### config.mk
export PLATFORM = sky130hd
export DESIGN_NAME = npc_unit
export DESIGN_NICKNAME = d
export VERILOG_FILES = /design/src/rtl/npc_pkg.sv /design/src/rtl/npc_cond_eval.sv /design/src/rtl/npc_target_gen.sv /design/src/rtl/npc_unit.sv
export SDC_FILE = /design/constraint.sdc
export NUM_CORES = 1
export LEC_CHECK = 0
export BUFFER_PORTS_ARGS = -buffer_cell sky130_fd_sc_hd__buf_2
export CORE_UTILIZATION = 50
export CTS_BUF_LIST = sky130_fd_sc_hd__clkbuf_16
export DETAILED_ROUTE_END_ITERATION = 7
export GPL_TIMING_DRIVEN = 0
export PLACE_DENSITY = 0.8
export SYNTH_ARGS = -nofsm -noshare
export SYNTH_HDL_FRONTEND = slang
export SYNTH_HIERARCHICAL = 1
export SYNTH_SLANG_ARGS = --single-unit
### constraint.sdc
create_clock -name clk_i -period 3.84 [get_ports clk_i]
set_clock_uncertainty 0.15 [all_clocks]
set_input_delay 0.384 -clock clk_i [delete_from_list [all_inputs] [get_ports clk_i]]
set_output_delay 0.384 -clock clk_i [all_outputs]
set_load 0.03 [all_outputs]
### src/rtl/npc_pkg.sv
package npc_pkg;
  typedef enum logic [2:0] {
    BR_NONE = 3'd0,
    BR_EQ   = 3'd1,
    BR_NE   = 3'd2,
    BR_LTZ  = 3'd3,
    BR_GEZ  = 3'd4,
    BR_LEZ  = 3'd5,
    BR_GTZ  = 3'd6,
    BR_RSVD = 3'd7
  } br_kind_e;
endpackage

### src/rtl/npc_cond_eval.sv
module npc_cond_eval
  import npc_pkg::*;
#(
  parameter int XLEN = 32
) (
  input  br_kind_e          kind_i,
  input  logic [XLEN-1:0]   a_i,
  input  logic [XLEN-1:0]   b_i,
  output logic              met_o
);
  logic same, neg, zero;

  assign same = (a_i == b_i);
  assign neg  = a_i[XLEN-1];
  assign zero = (a_i == '0);

  always_comb begin
    unique case (kind_i)
      BR_EQ:   met_o = same;
      BR_NE:   met_o = !same;
      BR_LTZ:  met_o = neg;
      BR_GEZ:  met_o = !neg;
      BR_LEZ:  met_o = neg || zero;
      BR_GTZ:  met_o = !neg && !zero;
      default: met_o = 1'b0;
    endcase
  end
endmodule

### src/rtl/npc_target_gen.sv
module npc_target_gen #(
  parameter int XLEN  = 32,
  parameter int OFF_W = 16,
  parameter int JMP_W = 26
) (
  input  logic [XLEN-1:0]  pc_i,
  input  logic [OFF_W-1:0] off_i,
  input  logic [JMP_W-1:0] jf_i,
  output logic [XLEN-1:0]  pc4_o,
  output logic [XLEN-1:0]  br_tgt_o,
  output logic [XLEN-1:0]  jmp_tgt_o
);
  localparam int EXT_W = XLEN - OFF_W - 2;
  localparam int HI_W  = XLEN - JMP_W - 2;

  logic [XLEN-1:0] off_scaled;

  assign pc4_o      = pc_i + XLEN'(4);
  assign off_scaled = {{EXT_W{off_i[OFF_W-1]}}, off_i, 2'b00};
  assign br_tgt_o   = pc4_o + off_scaled;
  // region select: upper bits come from the sequential address
  assign jmp_tgt_o  = {pc4_o[XLEN-1 -: HI_W], jf_i, 2'b00};
endmodule

### src/rtl/npc_unit.sv
module npc_unit
  import npc_pkg::*;
#(
  parameter int          XLEN     = 32,
  parameter int          OFF_W    = 16,
  parameter int          JMP_W    = 26,
  parameter logic [31:0] RESET_PC = 32'h0000_0000
) (
  input  logic              clk_i,
  input  logic              rst_ni,
  input  logic              en_i,
  input  logic              jump_i,
  input  logic [2:0]        br_type_i,
  input  logic [XLEN-1:0]   rs_val_i,
  input  logic [XLEN-1:0]   rt_val_i,
  input  logic [OFF_W-1:0]  offset_i,
  input  logic [JMP_W-1:0]  jfield_i,
  output logic [XLEN-1:0]   pc_o,
  output logic [XLEN-1:0]   pc_plus4_o,
  output logic              taken_o
);
  logic [XLEN-1:0] pc_q, pc_d, pc4, br_tgt, jmp_tgt;
  logic            cond_met;

  npc_cond_eval #(.XLEN(XLEN)) u_cond (
    .kind_i (br_kind_e'(br_type_i)),
    .a_i    (rs_val_i),
    .b_i    (rt_val_i),
    .met_o  (cond_met)
  );

  npc_target_gen #(.XLEN(XLEN), .OFF_W(OFF_W), .JMP_W(JMP_W)) u_tgt (
    .pc_i      (pc_q),
    .off_i     (offset_i),
    .jf_i      (jfield_i),
    .pc4_o     (pc4),
    .br_tgt_o  (br_tgt),
    .jmp_tgt_o (jmp_tgt)
  );

  // jump wins over branch
  always_comb begin
    if (jump_i)        pc_d = jmp_tgt;
    else if (cond_met) pc_d = br_tgt;
    else               pc_d = pc4;
  end

  always_ff @(posedge clk_i or negedge rst_ni) begin
    if (!rst_ni)   pc_q <= XLEN'(RESET_PC);
    else if (en_i) pc_q <= pc_d;
  end

  assign pc_o       = pc_q;
  assign pc_plus4_o = pc4;
  assign taken_o    = jump_i || cond_met;

  p_pc4_r2: assert property (@(posedge clk_i) disable iff (!rst_ni)
    pc_plus4_o == pc_o + XLEN'(4));

  p_hold_r3: assert property (@(posedge clk_i) disable iff (!rst_ni)
    !en_i |=> pc_o == $past(pc_o));

  p_seq_r7: assert property (@(posedge clk_i) disable iff (!rst_ni)
    (en_i && !jump_i && (br_type_i == 3'd0 || br_type_i == 3'd7))
      |=> pc_o == $past(pc_o) + XLEN'(4));

  p_jump_r9: assert property (@(posedge clk_i) disable iff (!rst_ni)
    (en_i && jump_i) |=> pc_o[JMP_W+1:0] == {$past(jfield_i), 2'b00});

  p_jump_wins_r10: assert property (@(posedge clk_i) disable iff (!rst_ni)
    (en_i && jump_i && cond_met) |=> pc_o == $past(jmp_tgt));

  p_taken_r10: assert property (@(posedge clk_i) disable iff (!rst_ni)
    jump_i |-> taken_o);
endmodule

### Yosys cells after proc, flatten, opt, wreduce, memory -nomap -nowiden

Cells that the tools add are included.

| cells by class | value |
|---|---|
| eq/ne operators | 7 |
| reductions and logical operators | 7 |
| add/subtract/negate cells | 2 |
| multiplexer cells | 3 |

Operators by type and width:

| operator | number |
|---|---|
| $mux W32 | 2 |
| $add A32 B3 Y32 const B | 1 |
| $add A32 B32 Y32 | 1 |
| $eq A32 B32 Y1 | 1 |
| $logic_not A32 Y1 | 1 |
| $eq A3 B3 Y1 const B | 3 |
| $eq A3 B2 Y1 const B | 2 |
| $pmux W1 S6 | 1 |
| $eq A3 B1 Y1 const B | 1 |
| $logic_not A1 Y1 | 3 |
| $logic_or A1 B1 Y1 | 2 |
| $logic_and A1 B1 Y1 | 1 |

| word-level totals | value |
|---|---|
| register bits | 32 |
| logic and storage cells | 20 |
| output and inout port bits | 65 |
| bits of input ports | 113 |

### Longest topological paths before layout

| depth | value |
|---|---|
| word-level depth | 6 |
| gate-level depth with buffers | 17 |
| mapped depth without buffers | 15 |

### Hierarchy

Netlist, hierarchy kept.

By module, submodules not included:

| module | instances | area each (µm²) | cells each | seq. area each (µm²) |
|---|---|---|---|---|
| npc_target_gen | 1 | 2563.7 | 372 | 0.0 |
| npc_unit | 1 | 2054.5 | 180 | 800.8 |
| npc_cond_eval | 1 | 488.0 | 62 | 0.0 |

### Worst setup path after synthesis

OpenSTA, ideal clock, no wires.

| timing | value |
|---|---|
| path type | reg-to-reg |
| start point | register pc_q[4], in the netlist pc_o[4] |
| end point | register pc_q[31], in the netlist pc_o[31] |
| path buffers | 2 |
| arrival | 3896 ps |
| setup slack | -333 ps |
| data required time | 3562 ps |
| period minus slack after synthesis | 4173 ps |
| stages on the path, launching flop included | 18 |
| cells stage by stage | dfrtp_1 -> and4_1 -> and3_1 -> clkbuf_1 -> nand2_1 -> nor3_1 -> nand2_1 -> xnor2_1 -> ha_1 -> clkbuf_1 -> nand4_1 -> nor4_1 -> o2111ai_1 -> nand3_1 -> a21oi_1 -> xnor2_1 -> mux2i_1 -> o211ai_2 |

| between the ends | value |
|---|---|
| cells in the longest elaborated chain, start to end | 4 |

RTL lines:

| what | RTL line | source |
|---|---|---|
| start: declaration | npc_unit.sv:22 | `logic [XLEN-1:0] pc_q, pc_d, pc4, br_tgt, jmp_tgt;` |
| start signal: assignment | npc_unit.sv:49 | `if (!rst_ni) pc_q <= XLEN'(RESET_PC);` |
| start signal: assignment | npc_unit.sv:50 | `else if (en_i) pc_q <= pc_d;` |
| $add A32 B3 Y32 | npc_target_gen.sv:18 | `assign pc4_o = pc_i + XLEN'(4);` |
| via pc_plus4_o[23] | npc_unit.sv:19 | `output logic [XLEN-1:0] pc_plus4_o,` |
| $add A32 B32 Y32 | npc_target_gen.sv:20 | `assign br_tgt_o = pc4_o + off_scaled;` |
| via br_tgt[31] | npc_unit.sv:22 |  |
| $mux W32 | npc_unit.sv:44 | `else if (cond_met) pc_d = br_tgt;` |
| $mux W32 | npc_unit.sv:43 | `if (jump_i) pc_d = jmp_tgt;` |

The timed path passes the listed nets, and every way through them passes these cells.
A chain may end at the register's enable or synchronous reset.

### Worst setup path in the final report

| timing | value |
|---|---|
| start point | register pc_q[4], in the netlist pc_o[4] |
| end point | register pc_q[25], in the netlist pc_o[25] |

| between the ends | value |
|---|---|
| cells in the longest elaborated chain, start to end | 4 |

RTL lines:

| what | RTL line |
|---|---|
| $add A32 B3 Y32 | npc_target_gen.sv:18 |
| $add A32 B32 Y32 | npc_target_gen.sv:20 |
| via br_tgt[25] | npc_unit.sv:22 |
| $mux W32 | npc_unit.sv:44 |
| $mux W32 | npc_unit.sv:43 |

The timed path passes the listed nets, and every way through them passes these cells.

==> results.cfg <==
[pwr]
leakage_nw = 3.01
ir_worst_vdd_mv = 0.232
p_per_area_mw_per_mm2 = 486

[setup_path]
critPathLaunchType = register
r2r_end = pc_o[25]
path_buf_inv = 0
cpMostUsedCell = nand2_1
critPathTopFamily = simple AND/OR/NAND/NOR gates
max_stage_delay_ps = 440
r2r-start = pc_o[4]
reg2regPathDepth = 14
worstSetupPathType = register to register
arrival_ps = 3720
worstSetupEndpointType = register
path_cells = and4_2 > nand2_1 > nor3_4 > nand4_1 > xnor2_1 > ha_2 > nand2_1 > nor2_4 > nand2_1 > a2111oi_2 > a211oi_2 > xnor2_1 > mux2i_1 > o211ai_2
crit_path_end = pc_o[25]
cp.required_ps = 3840
crit_cells = 14
cp_slowest_cell = ha_2
rrSetupSlack_ps = 120
cp_max_fo = 8
cp-startpoint = pc_o[4]

[finish]
final_util = 0.654
area_growth_pct = 25.8
nets = 918
n_antenna_cell = 0
drive_gt1_frac = 0.385
fillers = 881
layout.cells.non_filler = 905
largest_reg_flops = 32
multiInputGateArea_mm2 = 0.00406
register_area_um2 = 810

[clocking]
cts_buffer_depth = 2
root_buffer = clkbuf_16
cts_sinks = 32
clk_latency_ps = 270
cts_made_buffers = 5
cts_tree = yes
htree_levels = 2
clkTransAtPathRegs_ps = 50

[die]
ios = 178
core-area_mm2 = 0.00982
fp.dieArea_mm2 = 0.0106
start_util = 0.520
chipWidth_um = 103
die_y_um = 103
rows = 36

[yosys]
ys_types = 56
synth-edff-count = 0
synth-async-reset-ratio = 1.00
syn-instance-count = 614
yosys_warnings = 6
synth.top_cell.area_share = 0.157
synth_area_leader_cell = dfrtp_1
synth.most_common_cell = xnor2_1
postSynthAreaPerCell_um2 = 8.32
syn_area_mm2 = 0.00511
ys.flop_type = dfrtp_1
seq_area_frac_synth = 0.157
yosys-top-cells-count = xnor2_1, nand3_1, nand2_1
ys_seq_elements = 32
synth_area_leaders = dfrtp_1, xnor2_1, ha_1

[sta]
finalSetupViolations = 0
holdWs_ps = 28.0
layout_min_cycle_time_ps = 3720
maxSlewHeadroom = 0.496
worst_pin_slew_ps = 756
fmax_mhz = 269
slew_violations = 0
fin_crit_sh = 0.967
hold_viol = 0

[route]
remaining_drc_errors = 0
via_count = 5395
ant_nets = 0
drt_first_pass_iters = 5
viasPerCell = 5.96
drt_iter0_markers = 311
wl_per_cell_um = 18.5
routed_wirelength_um = 16700

[global_routing]
grt_max_degree = 33
antenna_found_initial = 0
first_global_vias = 5192
grt_pass1_wl_um = 25400
grt_overflow = 0
grt_usage = 0.313

[outcome]
status = complete, no violations

[placed_design]
io_buffers = 150
dp_hpwl_um = 13800
dp.cells = 898
gp_congestion = 0.884

[flow_run]
maxCapViolCount = 0

[hold_path]
hold_class = input pin to asynchronous set/reset pin
[cells in the final DEF (no fill, tap or decap), drive strengths merged, types with 7 or more instances in the layout]
| cell type | netlist | routed |
|---|---|---|
| a21o | 8 | 8 |
| a21oi | 34 | 34 |
| and3 | 14 | 14 |
| buf | 54 | 208 |
| clkbuf | 7 | 7 |
| dfrtp | 32 | 32 |
| ha | 33 | 33 |
| inv | 7 | 9 |
| mux2i | 32 | 32 |
| nand2 | 42 | 42 |
| nand2b | 37 | 37 |
| nand3 | 52 | 52 |
| nand4 | 20 | 20 |
| nor2 | 24 | 24 |
| nor3 | 12 | 12 |
| nor4 | 12 | 12 |
| o211ai | 35 | 35 |
| o21ai | 20 | 20 |
| xnor2 | 70 | 70 |
| xor2 | 15 | 15 |
[power by group]
group	internal, W	switching [W]
logic	0.000834	0.00135
registers	0.000419	0.000149
clock network	0.000234	0.000137
[worst reg2reg max path: cells and delay by family (launching register included)]
kind,cells,cell delay (ps)
AO/OA/AOI/OAI,3,640
XOR/XNOR,2,350
adder cells (fa/ha/maj),1,440
flip-flops,1,430
multiplexers,1,310
AND/OR/NAND/NOR,7,1280
[layout make-up]
cell class,instances,share of cell area
Tap cell,133,0.0259
Inverter,7,0.00409
Clock buffer,5,0.0195
Clock inverter,3,0.00195
Sequential cell,32,0.126
Multi-Input combinational cell,515,0.631
Timing Repair Buffer,154,0.122
Buffer,56,0.0697
[worst min path at each step]
stage,startpoint,to,slack (ps),cells after the start
after floorplan,rst_ni,pc_o[0],-60,0
after global placement,rst_ni,pc_o[22],330,1
after detailed placement,rst_ni,pc_o[22],340,1
after CTS,rst_ni,pc_o[25],40,1
after global routing,rst_ni,pc_o[25],80,1
final,rst_ni,pc_o[23],30,1
[through the flow]
stage	power [W]	cell area, um^2	TNS, ps	setup slack [ps]
6_report	0.00312	6420	0	125
5_1_grt	0.00331	6420	-19.0	-14.5
4_1_cts	0.00305	6280	0	28.0
3_5_place_dp	0.00265	6110	-2960	-637
3_3_place_gp	0.00261	6110	-2460	-464
2_1_floorplan	0.00208	5190	0	21.2
[routing by layer]
metal / track usage / routed length (um) / vias up
met5: 0 / 0 / -
met4: 0.106 / 504 / 0
met3: 0.0264 / 973 / 36
met2: 0.577 / 8430 / 259
met1: 0.381 / 6800 / 2568
li1: - / - / 2532
[what timing repair did]
action / 4_1_cts / 5_1_grt
buffers inserted: 0 / 4
hold buffers: 0 / 0
pin swaps: 0 / 10
hold endpoints to repair: 0 / 0
gates resized for setup: 12 / 27
endpoints found under the setup margin: 12 / 10
[kinds of logic after synthesis]
kind of cell | count (synthesis) | share of synthesized area
buffers and inverters | 68 | 0.0965
xor gates and xnor gates | 86 | 0.150
AOI/OAI and AO/OA | 133 | 0.207
DFF | 32 | 0.157
adders and majority gates | 34 | 0.0848
muxes | 32 | 0.0627
other | 1 | 0.000734
and+or+nand+nor | 228 | 0.241
(Power assumes the default switching activity.)
